===== src/rtl/uart_rx_pkg.sv =====
package uart_rx_pkg;

    localparam int CHAR_W = 8;
    localparam int IDX_W  = $clog2(CHAR_W);

    typedef enum logic [2:0] {
        RX_IDLE,
        RX_START,
        RX_DATA,
        RX_PAR,
        RX_STOP,
        RX_HOLD
    } rx_state_e;

    typedef struct packed {
        logic [CHAR_W-1:0] data;
        logic              perr;
        logic              ferr;
        logic              ovr;
    } rx_char_t;

endpackage


===== src/rtl/uart_rx_sync.sv =====
module uart_rx_sync #(
    parameter int STAGES = 2
) (
    input  logic clk,
    input  logic rst_n,
    input  logic rxd,
    output logic line,
    output logic fall
);

    typedef struct packed {
        logic [STAGES-1:0] sync;
        logic              prev;
    } sync_st_t;

    sync_st_t st_d, st_q;
    logic [STAGES-1:0] chain_d;

    for (genvar g = 0; g < STAGES; g++) begin : g_stage
        if (g == 0) begin : g_first
            assign chain_d[g] = rxd;
        end else begin : g_rest
            assign chain_d[g] = st_q.sync[g-1];
        end
    end

    always_comb begin
        st_d      = st_q;
        st_d.sync = chain_d;
        st_d.prev = st_q.sync[STAGES-1];
    end

    always_ff @(posedge clk or negedge rst_n) begin
        if (!rst_n) begin
            st_q <= '1;
        end else begin
            st_q <= st_d;
        end
    end

    assign line = st_q.sync[STAGES-1];
    assign fall = st_q.prev & ~st_q.sync[STAGES-1];

endmodule


===== src/rtl/uart_rx_shift.sv =====
module uart_rx_shift
    import uart_rx_pkg::*;
#(
    parameter int OSR = 16
) (
    input  logic     clk,
    input  logic     rst_n,
    input  logic     tick,
    input  logic     line,
    input  logic     fall,
    input  logic     len8,
    input  logic     par_en,
    input  logic     par_odd,
    input  logic     take,
    output logic     sh_valid,
    output rx_char_t sh_char
);

    localparam int CNT_W = $clog2(OSR);
    localparam int MID   = OSR / 2 - 1;
    localparam int LAST  = OSR - 1;

    typedef struct packed {
        rx_state_e        st;
        logic [CNT_W-1:0] cnt;
        logic [IDX_W-1:0] idx;
        rx_char_t         ch;
    } shift_st_t;

    shift_st_t s_d, s_q;
    logic [IDX_W-1:0] last_idx;
    logic             at_mid;
    logic             at_end;

    always_comb begin
        last_idx = len8 ? IDX_W'(CHAR_W - 1) : IDX_W'(CHAR_W - 2);
        at_mid   = tick && (s_q.cnt == CNT_W'(MID));
        at_end   = tick && (s_q.cnt == CNT_W'(LAST));
        s_d      = s_q;
        case (s_q.st)
            RX_IDLE: begin
                if (fall) begin
                    s_d.st  = RX_START;
                    s_d.cnt = '0;
                    s_d.idx = '0;
                    s_d.ch  = '0;
                end
            end
            RX_START: begin
                if (at_mid) begin
                    s_d.cnt = '0;
                    s_d.st  = line ? RX_IDLE : RX_DATA;
                end else if (tick) begin
                    s_d.cnt = s_q.cnt + 1'b1;
                end
            end
            RX_DATA: begin
                if (at_end) begin
                    s_d.cnt              = '0;
                    s_d.ch.data[s_q.idx] = line;
                    if (s_q.idx == last_idx) begin
                        s_d.idx = '0;
                        s_d.st  = par_en ? RX_PAR : RX_STOP;
                    end else begin
                        s_d.idx = s_q.idx + 1'b1;
                    end
                end else if (tick) begin
                    s_d.cnt = s_q.cnt + 1'b1;
                end
            end
            RX_PAR: begin
                if (at_end) begin
                    s_d.cnt     = '0;
                    s_d.ch.perr = line ^ (^s_q.ch.data) ^ par_odd;
                    s_d.st      = RX_STOP;
                end else if (tick) begin
                    s_d.cnt = s_q.cnt + 1'b1;
                end
            end
            RX_STOP: begin
                if (at_end) begin
                    s_d.cnt     = '0;
                    s_d.ch.ferr = ~line;
                    s_d.st      = RX_HOLD;
                end else if (tick) begin
                    s_d.cnt = s_q.cnt + 1'b1;
                end
            end
            RX_HOLD: begin
                if (fall) begin
                    s_d.ch.ovr = 1'b1;
                end
                if (take) begin
                    s_d.st = RX_IDLE;
                end
            end
            default: begin
                s_d.st = RX_IDLE;
            end
        endcase
    end

    always_ff @(posedge clk or negedge rst_n) begin
        if (!rst_n) begin
            s_q    <= '0;
            s_q.st <= RX_IDLE;
        end else begin
            s_q <= s_d;
        end
    end

    assign sh_valid = (s_q.st == RX_HOLD);
    assign sh_char  = s_q.ch;

endmodule


===== src/rtl/uart_rx_buf.sv =====
module uart_rx_buf
    import uart_rx_pkg::*;
(
    input  logic     clk,
    input  logic     rst_n,
    input  logic     sh_valid,
    input  rx_char_t sh_char,
    input  logic     rd_strobe,
    output logic     take,
    output logic     full,
    output rx_char_t buf_char
);

    typedef struct packed {
        logic     full;
        rx_char_t ch;
    } buf_st_t;

    buf_st_t b_d, b_q;

    always_comb begin
        take = sh_valid && !b_q.full;
        b_d  = b_q;
        if (take) begin
            b_d.full = 1'b1;
            b_d.ch   = sh_char;
        end else if (rd_strobe && b_q.full) begin
            b_d.full = 1'b0;
        end
    end

    always_ff @(posedge clk or negedge rst_n) begin
        if (!rst_n) begin
            b_q <= '0;
        end else begin
            b_q <= b_d;
        end
    end

    assign full     = b_q.full;
    assign buf_char = b_q.ch;

endmodule


===== src/rtl/uart_rx_dbuf.sv =====
module uart_rx_dbuf
    import uart_rx_pkg::*;
#(
    parameter int OSR         = 16,
    parameter int SYNC_STAGES = 2
) (
    input  logic              clk,
    input  logic              rst_n,
    input  logic              baud_tick,
    input  logic              rxd,
    input  logic              cfg_len8,
    input  logic              cfg_par_en,
    input  logic              cfg_par_odd,
    input  logic              mask_rx,
    input  logic              rd_strobe,
    output logic [CHAR_W-1:0] rx_data,
    output logic              rx_full,
    output logic              rx_perr,
    output logic              rx_ferr,
    output logic              rx_ovr,
    output logic              rx_irq,
    output logic              rx_ren_n
);

    logic     line;
    logic     fall;
    logic     take;
    logic     sh_valid;
    rx_char_t sh_char;
    rx_char_t buf_char;
    logic     full;

    uart_rx_sync #(.STAGES(SYNC_STAGES)) i_sync (
        .clk  (clk),
        .rst_n(rst_n),
        .rxd  (rxd),
        .line (line),
        .fall (fall)
    );

    uart_rx_shift #(.OSR(OSR)) i_shift (
        .clk     (clk),
        .rst_n   (rst_n),
        .tick    (baud_tick),
        .line    (line),
        .fall    (fall),
        .len8    (cfg_len8),
        .par_en  (cfg_par_en),
        .par_odd (cfg_par_odd),
        .take    (take),
        .sh_valid(sh_valid),
        .sh_char (sh_char)
    );

    uart_rx_buf i_buf (
        .clk      (clk),
        .rst_n    (rst_n),
        .sh_valid (sh_valid),
        .sh_char  (sh_char),
        .rd_strobe(rd_strobe),
        .take     (take),
        .full     (full),
        .buf_char (buf_char)
    );

    assign rx_data  = buf_char.data;
    assign rx_perr  = buf_char.perr;
    assign rx_ferr  = buf_char.ferr;
    assign rx_ovr   = buf_char.ovr;
    assign rx_full  = full;
    assign rx_irq   = full & ~mask_rx;
    assign rx_ren_n = sh_valid & full;

endmodule


===== config.mk =====
export PLATFORM = sky130hd
export DESIGN_NAME = uart_rx_dbuf
export DESIGN_NICKNAME = d
export VERILOG_FILES = /design/src/rtl/uart_rx_pkg.sv /design/src/rtl/uart_rx_sync.sv /design/src/rtl/uart_rx_shift.sv /design/src/rtl/uart_rx_buf.sv /design/src/rtl/uart_rx_dbuf.sv
export SDC_FILE = /design/constraint.sdc
export NUM_CORES = 1
export LEC_CHECK = 0
export BUFFER_PORTS_ARGS = -buffer_cell sky130_fd_sc_hd__buf_2
export CAP_MARGIN = 20
export CORE_ASPECT_RATIO = 0.8
export CORE_UTILIZATION = 50
export DETAILED_ROUTE_END_ITERATION = 7
export PLACE_DENSITY = 0.7
export SETUP_SLACK_MARGIN = 0.5
export SYNTH_ARGS = -nofsm -noshare
export SYNTH_HDL_FRONTEND = slang
export SYNTH_SLANG_ARGS = --single-unit

===== constraint.sdc =====
create_clock -name clk -period 1.84 [get_ports clk]
set_input_delay 0.368 -clock clk [delete_from_list [all_inputs] [get_ports clk]]
set_output_delay 0.368 -clock clk [all_outputs]
set_load 0.02 [all_outputs]

* After elaboration in Yosys (flattened, before gate mapping)
Cells that the tools add are included.
Cells by class: order comparisons 2, mux-type cells 29, bitwise operators 7, equality and inequality tests 16, reductions and logical operators 21, add/sub/neg operators 2
Operator list (number):
- $mux W3 | 8
- $pmux W11 S2 | 1
- $mux W21 | 1
- $pmux W3 S6 | 1
- $mux W4 | 3
- $pmux W4 S3 | 1
- $reduce_and A3 Y1 | 4
- $mux W11 | 1
- $ne A2 B1 Y1 const B | 5
- $reduce_bool A2 Y1 | 5
- $bwmux W8 | 1
- $reduce_xor A8 Y1 | 1
- $mux W1 | 7
- $reduce_and A7 Y1 | 1
- $eq A3 B2 Y1 const B | 2
- $eq A3 B3 Y1 const B | 2
- $ne A2 B2 Y1 const B | 3
- $pmux W1 S2 | 3
- $logic_and A1 B1 Y1 | 5
- $add A4 B1 Y4 const B | 1
- $eq A4 B3 Y1 const B | 1
- $eq A4 B4 Y1 const B | 1
- $lt A3 B4 Y1 const B | 1
- $add A3 B1 Y3 const B | 1
- 13 further kinds | 17
Storage, ports and cells: logic and storage cells 91, output and inout bits 14, register bits 36

* Depth between registers and ports, before layout
Gate-level depths: netlist of run 1.
depth in word-level cells 7, gate-level depth with buffers 7, gate-level depth less buffers 6

* Cells and area by module
Synthesis of run 1 repeated with hierarchy kept, for this count alone.
Second synthesis, totals: cell total of the unflattened synthesis 198, area total of the unflattened synthesis 2094.5 um^2
By module, submodules not included:
- uart_rx_shift | cells each 165, times used 1, area each 1481.4 um^2
- uart_rx_buf | cells each 27, times used 1, area each 500.5 um^2
- uart_rx_sync | cells each 4, times used 1, area each 92.6 um^2
- uart_rx_dbuf | cells each 2, times used 1, area each 20.0 um^2

* Worst setup path after synthesis of run 1
OpenSTA, ideal clock, no wires.
kind register to output, start point reg i_shift.s_q[19] (netlist name), end point out rx_ren_n, path buffers 1, required time 1472 ps, data arrival time 1368 ps, cell stages (with the launch flop) 3, setup slack 104 ps, path through dfrtp_1 buf_2 nor4_1
On the way: longest elaborated chain between the ends 2
Ends and longest elaborated chain:
- start: declaration | RTL line uart_rx_shift.sv:30 | shift_st_t s_d, s_q;
- $eq A3 B3 Y1 | RTL line uart_rx_shift.sv:112 | assign sh_valid = (s_q.st == RX_HOLD);
- $and A1 B1 Y1 | RTL line uart_rx_dbuf.sv:72 | assign rx_ren_n = sh_valid & full;
- end: declaration | RTL line uart_rx_dbuf.sv:22 | output logic rx_ren_n
Every way passes these cells.

* Worst setup path after layout of run 1
start point reg i_shift.s_q[18] (netlist name), end point out rx_ren_n
The elaborated chain is that of the path after synthesis.

==> results.txt, run 1 <==
status: completed
Final Cycle Share: 0.919
HPWL Detailed: 2850 microns
Worst Path Required: 1.47 ns
clock slew seen by the registers of the worst setup and hold paths: 0.08 ns
die span in x: 70.1 microns
NetSw: 819 uW
FF/Latch Area: 911 sq um
Routed Antenna Nets: 0
vias in the first global route: 1694
critical path cell sequence: inv_4, buf_6, nor4_4, buf_4
initial antenna violation count: 0
Final Skew: 0.0131 ns
Power Density: 876 nW/um^2
worst-case clock buffer depth: 2
max frequency: 0.592 GHz
switch share: 0.350
critical path class: reg2out
latest clock arrival within the worst-skew pair: 0.30 ns
Mapped Nets: 195
RSZ-0062 raised after global routing: true
Max IR drop VDD: 750 uV
Comb power frac: 0.360
sequential share of power: 0.393
CTS tree: yes
port buffer count: 22
TNS Setup: 0 ns
Fin. Hold Viols: 0
RePlAce Congestion: 0.938
minimum hold slack: 0.0876 ns
Clock power frac: 0.247
Routed WL per cell: 18.5 microns
#FFs+latches synth: 36
Max-Cap Viols: 0
# IOs: 23
type of destination of the critical path: primary output
min Tclk post-route: 1.69 ns
top post-synthesis cells by area: dfrtp_1, mux2_2, xnor2_1
via count: 1694
Sink Count: 36
Least-Margin Pin Slew: 0.458 ns
Iter 0 DRT Violations: 132
Power Total: 2.34 mW
Synth warnings: 0
final setup vio count: 0
library cells used by synthesis: 45
post-synthesis sequential area ratio: 0.488
DRT Pass-1 Iters: 4
Synth Cell Area: 1860 sq um
multi-input logic area: 1110 sq um
cell row count: 19
DRC errors left: 0
H-tree Lvls: 2
headroom to the max-slew limit: 0.695
ANT cells: 0
Layout area overhead: 44.1%
Total Routing Usage GR: 0.275
Gate Count Post-Synth: 184
Root Driver: clkbuf_8
critical path's largest stage delay: 0.41 ns
Starting Density: 0.531
largest net degree at the start of global routing: 37
drt total wl: 5320 microns
leakage power: 1.20 nW
GR Overflow Total: 0
share of layout cells above drive strength 1: 0.504
Fillers: 211
nets: 256
first-pass GRT wire length: 8230 microns
CP Launch Type: flip-flop
HP Class: in2async
die height: 56.5 microns
Synth Area per Inst: 10.1 sq um
CP Data Arrival Time: 1.32 ns
Critical Path Slowest Stage Cell: dfrtp_2
share of the synthesized area in the top cell type: 0.445
die area: 3960 sq um
core area: 3490 sq um
Via density: 5.88
largest area contributor in the netlist: dfrtp_1
Crit Path Max Fanout: 5
CTS Buf Count: 5
Final Slew Violations: 0
internal power: 1.52 mW
## cells in the mapped netlist
cell type  instances
dfrtp_1           33
nor2_1            19
a21oi_1           11
xnor2_1           11
mux2_2            10
nand2_1           10
o21ai_0           10
o21ai_1           10
inv_1              7
o31ai_1            5
buf_2              3
dfstp_2            3
mux2i_1            3
nand2b_1           3
nand3_1            3
xor2_1             3
a211oi_1           2
a31oi_1            2
buf_4              2
clkbuf_1           2
ha_1               2
mux2_1             2
nor3_1             2
o211ai_1           2
o21a_1             2
o22ai_1            2
or2_1              2
a211o_1            1
a21boi_0           1
and3_1             1
buf_1              1
inv_2              1
nand3b_1           1
nand4_1            1
nor2_2             1
nor2b_1            1
nor3b_4            1
nor4_1             1
nor4_2             1
o21bai_1           1
o221ai_1           1
o311ai_0           1
o31ai_2            1
o41ai_1            1
or3_1              1
## through the flow
step	setup slack [ns]	instances	area [sq um]	util
final	0.150	288	2670	0.765
after global placement	0.181	251	2140	0.613
after CTS	0.168	280	2500	0.716
after floorplan	0.378	184	1930	-
after detailed placement	0.129	251	2140	0.613
after global routing	0.101	288	2670	0.765
## cells by family (layout without fill, tap and decap cells)
group           count (synthesis)  after routing  synth area share
compound gates                 53             54             0.175
simple gates                   48             48             0.130
flops                          36             36             0.488
buf+inv                        16             77            0.0384
mux                            15             15            0.0890
xor+xnor                       14             14            0.0661
fa+ha+maj                       2              2            0.0135
## final timing paths
path                       slack, ns              start                end  cells after the start
max                             0.15    i_shift.s_q[18]           rx_ren_n                      4
min                             0.09              rst_n  i_buf.buf_char[6]                      2
max reg2reg                     0.18    i_shift.s_q[18]    i_shift.s_q[13]                      7
min reg2reg                     0.36  i_sync.chain_d[1]        i_sync.line                      0
max in group asynchronous       1.39              rst_n  i_sync.chain_d[1]                      2
min in group clk                0.17                rxd  i_sync.chain_d[1]                      1
## per-layer routing
| layer | routed length [microns] | global-route usage |
|---|---|---|
| met2 | 2500 | 0.418 |
| met1 | 2320 | 0.369 |
| met5 | 0 | 0 |
| met4 | 127 | 0.146 |
| met3 | 373 | 0.0628 |
## power groups by stage
stage          Combinational (mW)  Clock, mW  Sequential [mW]
2_1_floorplan               0.334          0            0.914
3_3_place_gp                0.413          0            0.937
3_5_place_dp                0.427          0            0.941
4_1_cts                     0.621      0.581            0.902
5_1_grt                     0.905      0.607            0.927
6_report                    0.843      0.578            0.921
## state kept, by name, summed over array words and instances (netlist names)
signal / count
i_buf.buf_char: 11
i_sync.st_q: 1
i_shift.s_q: 10
i_buf.full: 1
i_sync.chain_d: 1
i_shift.sh_char: 11
i_sync.line: 1
## cells in the final DEF, fill, tap and decap left out, drive strengths merged, types with 2 or more instances in the layout
| cell | n |
|---|---|
| nor2 | 20 |
| nand3 | 3 |
| dfrtp | 33 |
| nand2b | 3 |
| o211ai | 2 |
| dfstp | 3 |
| o22ai | 2 |
| a21oi | 12 |
| mux2 | 12 |
| o31ai | 6 |
| a211oi | 2 |
| mux2i | 3 |
| or2 | 2 |
| xnor2 | 11 |
| nand2 | 10 |
| ha | 2 |
| nor4 | 2 |
| nor3 | 2 |
| clkinv | 3 |
| o21a | 2 |
| buf | 61 |
| clkbuf | 5 |
| o21ai | 20 |
| xor2 | 3 |
| inv | 8 |
| a31oi | 2 |
## critical path: cells and delay by family, from the launching register on
kind	cells	cell delay [ns]
and+or+nand+nor	1	0.27
buffers and inverters	3	0.35
DFF	1	0.41
## final cells by class
type,instances,share of cell area
multi-input cells,133,0.416
flip-flops and latches,36,0.341
repair buffers,61,0.178
clock buffers,5,0.0257
well taps,42,0.0197
inverters,8,0.0122
clock inverters,3,0.00702
## repair_timing
item | in CTS | in global routing
gates cloned | 1 | 0
endpoints found under the setup margin | 34 | 34
endpoints found under the hold margin | 0 | 0
pin swaps | 12 | 16
buffers inserted | 20 | 8
gates resized for setup | 31 | 30
hold buffers | 0 | 0
(Power assumes the default switching activity.)
==> run 2: changes to the inputs <==
--- a/config.mk
+++ b/config.mk
@@ -8,9 +8,9 @@
 export BUFFER_PORTS_ARGS = -buffer_cell sky130_fd_sc_hd__buf_2
 export CAP_MARGIN = 20
 export CORE_ASPECT_RATIO = 0.8
-export CORE_UTILIZATION = 50
+export CORE_UTILIZATION = 52
 export DETAILED_ROUTE_END_ITERATION = 7
-export PLACE_DENSITY = 0.7
+export PLACE_DENSITY = 0.73
 export SETUP_SLACK_MARGIN = 0.5
 export SYNTH_ARGS = -nofsm -noshare
 export SYNTH_HDL_FRONTEND = slang
==> run 2 against run 1 <==
Net effect: maximum frequency fell by 5.6%; critical path depth rose by 3; sequential cell count did not move; combinational power rose by 0.5%; global-route usage rose by 1.4 points; cell count fell by 0.35%; non-clock buffer count fell by 1.
==> results.txt, run 2 (same netlist as run 1, synthesis figures left out) <==
via count: 1784
critical path cell sequence: buf_4, buf_6, or2_4, nor3_4, a21oi_4, o21ai_1, o31ai_2
most common cell after layout, fill and taps aside: dfrtp_1
type of destination of the critical path: flip-flop
ANT cells: 0
Final Cycle Share: 0.973
die height: 55.4 microns
clock slew seen by the registers of the worst setup and hold paths: 0.08 ns
internal power: 1.55 mW
Final Slew Violations: 0
Crit Path Max Fanout: 7
Clock power frac: 0.256
RSZ-0062 raised after global routing: true
Power Density: 875 nW/um^2
CTS tree: yes
largest net degree at the start of global routing: 37
DP Area: 2150 sq um
vias in the first global route: 1654
Max-Cap Viols: 0
WL met1: 2360 microns
FF/Latch Area: 908 sq um
Total Routing Usage GR: 0.289
first-pass GRT wire length: 8020 microns
DRT Pass-1 Iters: 4
Layout area overhead: 45.9%
final setup vio count: 0
Fin. Hold Viols: 0
GR Overflow Total: 0
worst-case clock buffer depth: 2
H-tree Lvls: 2
Fillers: 186
R2R setup slack: 0.05 ns
headroom to the max-slew limit: 0.781
Comb power frac: 0.357
Least-Margin Pin Slew: 0.327 ns
min Tclk post-route: 1.79 ns
HPWL Detailed: 2860 microns
CP Data Arrival Time: 1.97 ns
commonest non-fill, non-tap cells in the layout: dfrtp_1, buf_4, buf_2, nor2_1, o21ai_1
nets: 255
Starting Density: 0.542
# IOs: 23
leakage power: 1.21 nW
WP buf/inv: 2
Worst R2R Path Depth: 7
design area: 2710 sq um
Final Skew: 0.0175 ns
NetSw: 822 uW
Routed Antenna Nets: 0
die area: 3810 sq um
sequential share of power: 0.387
Iter 0 DRT Violations: 123
cell row count: 19
TNS Setup: 0 ns
core area: 3420 sq um
share of layout cells above drive strength 1: 0.514
met3 wire len: 475 microns
die span in x: 68.8 microns
Routed WL per cell: 20.1 microns
cell class contributing the biggest share of worst-path delay: simple AND/OR/NAND/NOR gates
Root Driver: clkbuf_8
status: completed
initial antenna violation count: 0
Critical R2R Launch: i_shift.s_q[18]
switch share: 0.347
RePlAce Congestion: 0.908
Max IR drop VDD: 867 uV
max frequency: 0.559 GHz
Critical Path Slowest Stage Cell: dfrtp_2
Sink Count: 36
CTS Buf Count: 5
CP Launch Type: flip-flop
critical path's largest stage delay: 0.43 ns
WL met2: 2680 microns
Worst Path Required: 2.02 ns
latest clock arrival within the worst-skew pair: 0.31 ns
DRC errors left: 0
critical path class: reg2reg
drt total wl: 5770 microns
multi-input logic area: 1140 sq um
Via density: 6.22
port buffer count: 22
HP Class: in2async
r2r endpoint: i_shift.sh_char[7]
top layer in use: met4
-- run 2: how the worst max path moves through the flow --
stage                          from                  to  slack, ns  depth (start not counted)
floorplan           i_shift.s_q[19]     i_shift.s_q[14]       0.38                          6
global placement    i_shift.s_q[19]     i_shift.s_q[14]       0.19                          6
detailed placement  i_shift.s_q[19]     i_shift.s_q[14]       0.14                          6
CTS                 i_shift.s_q[18]            rx_ren_n       0.14                          4
global route        i_shift.s_q[18]  i_shift.sh_char[6]       0.02                          7
finish              i_shift.s_q[18]  i_shift.sh_char[7]       0.05                          7
-- run 2: timing repair --
action / 4_1_cts / 5_1_grt
gates cloned: 1 / 0
pin swaps: 17 / 16
setup endpoints to repair: 34 / 34
hold buffers: 0 / 0
setup buffers: 18 / 10
resized for setup: 34 / 30
-- run 2: layout make-up --
type | instances | share of cell area
Multi-Input combinational cell | 133 | 0.421
Timing Repair Buffer | 60 | 0.178
Inverter | 8 | 0.0111
Clock inverter | 1 | 0.00277
Tap cell | 42 | 0.0194
Clock buffer | 7 | 0.0319
Sequential cell | 36 | 0.335
-- run 2: power by group through the flow --
stage                     Combinational [mW]  Clock, mW  Sequential (mW)
after floorplan                        0.334          0            0.914
after global placement                 0.421          0            0.930
after detailed placement               0.433          0            0.938
after CTS                              0.643      0.594            0.906
after global routing                   0.901      0.645            0.921
final                                  0.847      0.607            0.916
-- run 2: per-stage QoR --
step	hold slack (ns)	util	worst slack [ns]	cells	power [mW]
2_1_floorplan	0.0724	-	0.378	184	1.25
3_3_place_gp	0.342	0.628	0.190	250	1.35
3_5_place_dp	0.342	0.628	0.142	250	1.37
4_1_cts	0.0264	0.735	0.141	277	2.14
5_1_grt	0.0321	0.791	0.0161	287	2.47
6_report	0.0121	0.791	0.0502	287	2.37
-- run 2: layer usage --
metal,track usage,up-vias
met5,0,-
met4,0.105,0
met3,0.101,32
met2,0.412,108
met1,0.406,868
li1,-,776
==> run 3: changes to the inputs <==
--- a/config.mk
+++ b/config.mk
@@ -5,12 +5,13 @@
 export SDC_FILE = /design/constraint.sdc
 export NUM_CORES = 1
 export LEC_CHECK = 0
+export ABC_AREA = 1
 export BUFFER_PORTS_ARGS = -buffer_cell sky130_fd_sc_hd__buf_2
 export CAP_MARGIN = 20
 export CORE_ASPECT_RATIO = 0.8
 export CORE_UTILIZATION = 52
 export DETAILED_ROUTE_END_ITERATION = 7
-export PLACE_DENSITY = 0.73
+export PLACE_DENSITY = 0.72
 export SETUP_SLACK_MARGIN = 0.5
 export SYNTH_ARGS = -nofsm -noshare
 export SYNTH_HDL_FRONTEND = slang
==> run 3 against run 2 <==
Net effect: die area up 3.6%; synthesized cell count rose by 36%; combinational power increased by 53%; sequential share of layout area increased by 2.8 points; core utilization shrank 7.6 points; final area decreased by 7.7%; worst setup slack better by 0.24 ns; power grew 24%; via count shrank 0.67%; largest cell class unchanged.
==> results.txt, run 3 <==
RSZ-0062 raised after global routing: true
critical path class: reg2reg
sequential share of power: 0.362
post-synthesis adder-cell area fraction: 0.0130
Synth warnings: 0
die height: 56.4 microns
Final Cycle Share: 0.842
internal power: 1.75 mW
critical path's largest stage delay: 0.43 ns
design area: 2500 sq um
WP buf/inv: 3
Core Util, Final: 0.715
hold_buf cts: 0
Synth Area per Inst: 7.70 sq um
die span in x: 70.0 microns
cell row count: 19
NetSw: 1.19 mW
min Tclk post-route: 1.55 ns
largest family of logic cells by synthesized area: simple AND/OR/NAND/NOR gates
Crit Path Max Fanout: 8
Root Driver: clkbuf_8
Synth Area in Compound Gates: 0.116
Critical Path Most Common Cell: inv_2
port buffer count: 22
Gate Count Post-Synth: 250
die area: 3950 sq um
cell class contributing the biggest share of worst-path delay: simple AND/OR/NAND/NOR gates
ANT cells: 0
drt total wl: 4460 microns
post-synthesis sequential area ratio: 0.470
Total Routing Usage GR: 0.239
Comb power frac: 0.442
DP Area: 2100 sq um
#FFs+latches synth: 36
worst-case clock buffer depth: 2
Least-Margin Pin Slew: 0.280 ns
GR Overflow Total: 0
share of the synthesized area in the top cell type: 0.429
most common library cells after synthesis: nand2_1, dfrtp_1, inv_1
first-pass GRT wire length: 7290 microns
commonest non-fill, non-tap cells in the layout: nand2_1, dfrtp_1, inv_1, buf_2
type of destination of the critical path: flip-flop
CTS tree: yes
Synth Flop Type: dfrtp_1
share of layout cells above drive strength 1: 0.336
status: completed
Final Skew: 0.00565 ns
critical path cell sequence: buf_6, nor2_4, inv_2, nor3_4, inv_2, nand2_4, nand3_4, o21ai_1
HPWL Detailed: 2870 microns
R2R setup slack: 0.29 ns
initial antenna violation count: 0
most common cell after layout, fill and taps aside: nand2_1
Mapped Nets: 261
CP Data Arrival Time: 1.76 ns
Sink Count: 36
Power Density: 1170 nW/um^2
most common cell in the netlist: nand2_1
post-synthesis mux area share: 0.0176
EDFF count, synth: 0
library cells used by synthesis: 27
max frequency: 0.646 GHz
Starting Density: 0.551
largest area contributor in the netlist: dfrtp_1
Max IR drop VDD: 902 uV
nets: 308
vias in the first global route: 1576
DRC errors left: 0
Via density: 5.21
Critical Path Slowest Stage Cell: dfrtp_2
H-tree Lvls: 2
final setup vio count: 0
largest net degree at the start of global routing: 37
Fin. Hold Viols: 0
xor and xnor fraction of the mapped netlist area: 0.0182
TNS Setup: 0 ns
headroom to the max-slew limit: 0.812
core area: 3490 sq um
Routed WL per cell: 13.1 microns
Routed Antenna Nets: 0
CTS Buf Count: 5
Clock power frac: 0.197
HP Class: in2async
Final Slew Violations: 0
leakage power: 1.23 nW
top post-synthesis cells by area: dfrtp_1, nand2_1, o21ai_0
via count: 1772
CP Launch Type: flip-flop
share of synthesized registers carrying an async set or reset: 1.00
DRT Pass-1 Iters: 4
Max-Cap Viols: 0
latest clock arrival within the worst-skew pair: 0.29 ns
area share of and/or/nand/nor cells after synthesis: 0.280
Synth Cell Area: 1920 sq um
clock slew seen by the registers of the worst setup and hold paths: 0.07 ns
Worst Path Required: 2.05 ns
switch share: 0.405
RePlAce Congestion: 0.883
Layout area overhead: 29.9%
Iter 0 DRT Violations: 87
# IOs: 23
-- run 3: cell types whose count changed after synthesis, sizes merged, moves of 3 or more --
cell	delta
nand2b	-3
nor3	+8
mux2i	-3
nand3	+16
mux2	-9
buf	-4
nand2	+69
xnor2	-9
nor2	-11
o31ai	-6
o21ai	+13
inv	+29
-- run 3: cell families (layout without fill, tap and decap cells) --
kind of cell,Yosys count,count (layout)
and+or+nand+nor,120,121
xor gates and xnor gates,4,4
DFF,36,36
AOI/OAI and AO/OA,44,44
buffers and inverters,41,88
adders and majority gates,2,2
muxes,3,3
-- run 3: metrics by stage --
step                      worst slack (ns)  cells  power, mW  hold slack [ns]
after floorplan                      0.474    250       1.74           0.0724
after global placement               0.258    312       1.94            0.343
after detailed placement             0.240    312       1.96            0.350
after CTS                            0.298    333       2.79           0.0418
after global routing                 0.223    340       3.15           0.0447
final                                0.291    340       2.94           0.0377
-- run 3: what timing repair did --
item,in CTS,in global routing
buffers inserted,12,7
resized for setup,25,29
endpoints found under the setup margin,24,25
hold endpoints to repair,0,0
pin swaps,7,9
cloned,1,0
-- run 3: worst reg2reg max path: stages, from the launching register on --
cell and delay [ns]:
dfrtp_2 0.43, buf_6 0.13, nor2_4 0.13, inv_2 0.08, nor3_4 0.16, inv_2 0.11
nand2_4 0.13, nand3_4 0.14, o21ai_1 0.17
-- run 3: power groups by stage --
stage / Sequential (mW) / Clock, mW / Combinational [mW]
after floorplan: 1.07 / 0 / 0.672
after global placement: 1.05 / 0 / 0.885
after detailed placement: 1.06 / 0 / 0.901
after CTS: 1.06 / 0.589 / 1.15
after global routing: 1.08 / 0.625 / 1.45
final: 1.06 / 0.578 / 1.30
-- run 3: final timing paths --
| kind | start | to | cells after the start |
|---|---|---|---|
| setup / recovery | i_shift.s_q[18] | i_shift.sh_char[9] | 8 |
| hold / removal | rst_n | i_buf.buf_char[8] | 2 |
| setup reg to reg | i_shift.s_q[18] | i_shift.sh_char[9] | 8 |
| hold reg to reg | i_sync.chain_d[1] | i_sync.line | 0 |
| max in group asynchronous | rst_n | i_sync.chain_d[1] | 2 |
| min in group clk | rxd | i_sync.chain_d[1] | 1 |
-- run 3: final cells by class --
class / instances / area, sq um
tap: 42 / 52.6
sequential: 36 / 908
timing repair buffer: 43 / 308
fill: 257 / 995
multi-input combinational: 174 / 1000
inverter: 37 / 139
clock buffer: 8 / 90.1
-- run 3: metal layers --
layer / global-route usage / wire (microns) / share of wire
met1: 0.361 / 2100 / 0.47
met2: 0.327 / 2040 / 0.46
met5: 0 / 0 / 0
met4: 0.0943 / 77 / 0.017
met3: 0.0610 / 245 / 0.055
